--- config.mk ---
export PLATFORM = sky130hd
export DESIGN_NAME = dst_addr_filter
export DESIGN_NICKNAME = d
export VERILOG_FILES = /design/src/rtl/dst_addr_filter.sv
export SDC_FILE = /design/constraint.sdc
export NUM_CORES = 1
export LEC_CHECK = 0
export ABC_AREA = 1
export ABC_CLOCK_PERIOD_IN_PS = 4500
export BUFFER_PORTS_ARGS = -buffer_cell sky130_fd_sc_hd__buf_2
export CORE_MARGIN = 5
export CORE_UTILIZATION = 45
export CTS_CLUSTER_DIAMETER = 100
export DETAILED_ROUTE_END_ITERATION = 7
export PLACE_DENSITY = 0.66
export SKIP_LAST_GASP = 1
export SLEW_MARGIN = 20
export SYNTH_ARGS = -nofsm -noshare
export SYNTH_HDL_FRONTEND = slang
export SYNTH_SLANG_ARGS = --single-unit
--- constraint.sdc ---
create_clock -name clk -period 4.5 [get_ports clk]
set_clock_uncertainty 0.2 [all_clocks]
set_input_delay 0.675 -clock clk [delete_from_list [all_inputs] [get_ports clk]]
set_output_delay 0.675 -clock clk [all_outputs]
set_load 0.05 [all_outputs]
--- src/rtl/dst_addr_filter.sv ---
module dst_addr_filter (
  input  logic        clk,
  input  logic        rst_n,
  input  logic        frm_start,
  input  logic        byte_vld,
  input  logic [7:0]  byte_in,
  input  logic [47:0] station_addr,
  input  logic [31:0] hash_lo,
  input  logic [31:0] hash_hi,
  input  logic        mode_promisc,
  input  logic        mode_all_mcast,
  input  logic        mode_hash_mix,
  input  logic        mode_hash_uni,
  input  logic        mode_invert,
  output logic        dec_valid,
  output logic        dec_accept
);
  localparam logic [31:0] POLY = 32'h04C11DB7;

  function automatic logic [31:0] crc_byte(input logic [31:0] c, input logic [7:0] d);
    logic [31:0] r;
    r = c;
    for (int i = 0; i < 8; i++) begin
      if (r[31] ^ d[i]) r = {r[30:0], 1'b0} ^ POLY;
      else              r = {r[30:0], 1'b0};
    end
    return r;
  endfunction

  logic [31:0] crc_q;
  logic [39:0] addr_q;
  logic [2:0]  cnt_q;

  wire take_first = frm_start & byte_vld;
  wire take_next  = byte_vld & ~frm_start & (cnt_q != 3'd0) & (cnt_q < 3'd6);
  wire last_byte  = take_next & (cnt_q == 3'd5);

  wire [31:0] crc_nx = crc_byte(take_first ? 32'hFFFF_FFFF : crc_q, byte_in);
  wire [47:0] full   = {byte_in, addr_q};
  wire [5:0]  bin    = crc_nx[31:26];
  wire        hash_hit = bin[5] ? hash_hi[bin[4:0]] : hash_lo[bin[4:0]];

  wire is_bcast = &full;
  wire is_mcast = full[0];
  wire exact    = (full == station_addr);
  wire path     = is_mcast ? (mode_all_mcast | ((mode_hash_mix | mode_hash_uni) & hash_hit))
                           : (mode_hash_uni ? hash_hit : exact);
  wire verdict  = is_bcast | mode_promisc | (path ^ mode_invert);

  always_ff @(posedge clk) begin
    if (!rst_n) begin
      crc_q      <= '1;
      addr_q     <= '0;
      cnt_q      <= '0;
      dec_valid  <= 1'b0;
      dec_accept <= 1'b0;
    end else begin
      if (take_first) begin
        crc_q  <= crc_nx;
        addr_q <= {32'b0, byte_in};
        cnt_q  <= 3'd1;
      end else if (take_next) begin
        crc_q  <= crc_nx;
        addr_q <= addr_q | ({32'b0, byte_in} << {cnt_q, 3'b000});
        cnt_q  <= cnt_q + 3'd1;
      end
      dec_valid  <= last_byte;
      dec_accept <= last_byte & verdict;
    end
  end

  assert_single_pulse_R3: assert property (@(posedge clk) disable iff (!rst_n)
    dec_valid |=> !dec_valid);

  assert_restart_R4: assert property (@(posedge clk) disable iff (!rst_n)
    (frm_start && byte_vld) |=> (cnt_q == 3'd1));

  assert_promisc_R6: assert property (@(posedge clk) disable iff (!rst_n)
    (last_byte && mode_promisc) |=> (dec_valid && dec_accept));

  assert_bcast_R5: assert property (@(posedge clk) disable iff (!rst_n)
    (last_byte && ({byte_in, addr_q} == 48'hFFFF_FFFF_FFFF)) |=> dec_accept);

  assert_idle_R1: assert property (@(posedge clk) disable iff (!rst_n)
    (cnt_q == 3'd0) |=> !dec_valid);

  assert_accept_qual_R3: assert property (@(posedge clk) disable iff (!rst_n)
    dec_accept |-> dec_valid);
endmodule

==> results.cfg <==
[floorplanning]
die_w_um = 119.7
die_h_um = 119.7
core_um2 = 11910
die_area_um2 = 14320
initial_core_util_pct = 45.43
ios = 131
core.rowCount = 40

[critical_path]
cp_top_family = simple AND/OR/NAND/NOR gates
critPathBufInv = 3
cp_max_fo = 34
critPathSlowestCell = nand2_4
slowest_delay_ns = 0.38
crit_top_cell = nand3_1
critical_path_class = input pin to flop
arrival_ns = 3.32
start_kind = input pin
crit_path_cell_trace = buf_2 > nand2_4 > nand3_1 > nand2_2 > nand2_1 > nand2_4 > nand3_4 > nand2_4 > inv_1 > nand2_1 > nand3_1 > nand3_1 > nand3_1 > nand3_1 > nand3_1 > nand3_1 > nand2_1 > nand2_1 > nand3_1 > nand2_1 > inv_1
worst_setup_path_end_kind = flop
required_ns = 4.55

[timing]
finalSetupViolations = 0
worst_pin_slew_ns = 0.7272
fin_setup_tns_ns = 0
period_needed_ns = 3.262
relSlewSlack_pct = 51.52
hold_violations = 0
period_share_pct = 72.49
rsz0062_at_grt = no
fmax_ghz = 0.3066
drv_slew = 0

[layout]
fin_cells = 1057
fill_cells = 1227
layout-drive-gt1-share_pct = 20.00
fin_nets = 1037
final_common_cell = nand2_1
design_area_um2 = 6422
syn_to_final_growth_pct = 18.68
insertedDiodeCount = 0
layout_common_cells = 161 x nand2_1, 130 x buf_2, 123 x nand3_1

[route]
finalWirelength_um = 16750
wl_per_cell_um = 15.84
via_count = 5775
dr.pass1.iters = 7
drc = 0
via_per_inst = 5.464
first_iter_violations = 448
final_antenna_net_count = 0

[grt]
antenna_found_initial = 0
grt_pass1_vias = 5388
gr-total-overflow = 0
track_usage_pct = 23.15
grt_pass1_wl_um = 27010
grt_max_degree = 39

[clocking]
cts_tree = done
clock-sinks = 77
cts_setup_buffers = 0
ctsResizeCount = 0
htree_levels = 3
hold_buffers = 0
clock_latency_ns = 0.35
cts_buffers = 9
path_clk_slew_ns = 0.07
root_buffer = clkbuf_16
cts.path.max_buffers = 2

[place]
placedCellCount = 1041
io_buffers = 130
placed_area_um2 = 6108
place_congestion = 0.8897
hpwl_um = 12660

[power_and_ir_drop]
peakVddDrop_mv = 0.2006
power_frac_seq_pct = 30.6
p_leak_nw = 3.042
swShare_pct = 38.27
intPower_mw = 1.510
power.density_nw_per_um2 = 380.8
power_mw = 2.446
power.share.clock_pct = 32.3
netSwitchingPower_mw = 0.9359
combinationalPowerShare_pct = 37.1

[run]
cap_violations = 0

[yosys]
synthDistinctLibCells = 46
syn_nets = 925
netlist_area_um2 = 5411
syn_avg_cell_area_um2 = 6.824
synth_seq_area_share_pct = 28.49
ys_ff_latch = 77
yosys_warnings = 0
netlist_instances = 793

[hold_path]
hp-class = flop to flop

[run_status]
status = complete, no violations
[synth_stat cells (all sizes together)]
library cell | n | area (um2)
xnor2 | 30 | 326.6
o22ai | 2 | 12.51
a2111oi | 1 | 8.760
a211oi | 2 | 15.01
nand3b | 3 | 22.52
o2111ai | 5 | 43.79
o21ai | 30 | 150.1
inv | 92 | 347.8
o221ai | 2 | 17.52
nor3 | 5 | 25.02
and3 | 1 | 6.260
a221oi | 6 | 52.55
nand2 | 172 | 713.2
nor4 | 10 | 62.56
o311ai | 1 | 8.760
xor2 | 41 | 404.1
nand3 | 125 | 643.1
buf | 13 | 102.6
or2 | 3 | 18.77
a31oi | 13 | 81.33
a31o | 1 | 8.760
a221o | 1 | 10.01
o21bai | 1 | 7.510
o211ai | 14 | 105.1
clkbuf | 22 | 82.58
nor2 | 61 | 244.0
a211o | 1 | 8.760
dfxtp | 77 | 1541
a21oi | 33 | 165.2
ha | 3 | 37.54
nand4 | 22 | 137.6
[area by class of cell]
cell class / instances / area [um2] / share of cell area [%]
clock buffer: 9 / 225.2 / 3.507
clock inverter: 7 / 88.84 / 1.383
inverter: 92 / 347.8 / 5.416
multi-input combinational: 589 / 3339 / 52.00
sequential: 77 / 1541 / 24.00
tap: 147 / 183.9 / 2.864
timing repair buffer: 136 / 695.7 / 10.83
[metal layers]
layer | global-route usage, % | vias to the layer above | wire (um)
li1 | - | 2873 | -
met1 | 31.19 | 2616 | 7426
met2 | 37.85 | 264 | 7536
met3 | 4.241 | 22 | 1510
met4 | 6.800 | 0 | 272
met5 | 0 | - | 0
[through the flow]
stage                     setup WS [ns]  utilization (%)  hold WS [ns]
after floorplan                   1.754                -        0.2345
final                             1.238            53.92        0.2734
after CTS                         1.240            53.92        0.2777
after detailed placement         0.8714            51.28        0.2600
after global placement           0.9011            51.28        0.2562
after global routing             0.8562            53.92        0.2993
[final timing paths]
check	from	to	slack, ns	cells past startpoint
max	frm_start	dec_accept$_SDFF_PN0_	1.24	21
min	crc_q[23]$_SDFFE_PN1P_	crc_q[23]$_SDFFE_PN1P_	0.27	2
max reg2reg	cnt_q[1]$_SDFFE_PP0P_	crc_q[14]$_SDFFE_PN1P_	1.53	11
min reg2reg	crc_q[23]$_SDFFE_PN1P_	crc_q[23]$_SDFFE_PN1P_	0.27	2
[power groups by stage]
stage | logic [mW] | clock network, mW | registers, mW
after floorplan | 0.709 | 0 | 0.757
after global placement | 0.902 | 0 | 0.763
after detailed placement | 0.898 | 0 | 0.763
after CTS | 0.906 | 0.792 | 0.748
after global routing | 1.02 | 0.825 | 0.752
final | 0.908 | 0.789 | 0.749
[sequential cells by signal, summed over array words and instances (netlist names)]
| register | flops |
|---|---|
| dec_valid | 1 |
| addr_q | 40 |
| crc_q | 32 |
| cnt_q | 3 |
| dec_accept | 1 |
[cell families (layout without fill, tap and decap cells)]
logic type      count (synthesis)  count (layout)  share of synthesized area, %
simple gates                  402             402                         34.61
buf+inv                       127             244                         9.850
compound gates                113             113                         12.86
flops                          77              77                         28.49
xor+xnor                       71              71                         13.50
fa+ha+maj                       3               3                        0.6937
[tightest hold or removal path, delay by kind of cell (launching register included)]
kind / cells / cell delay (ns)
flops: 1 / 0.33
simple gates: 2 / 0.11
(Power assumes the default switching activity.)
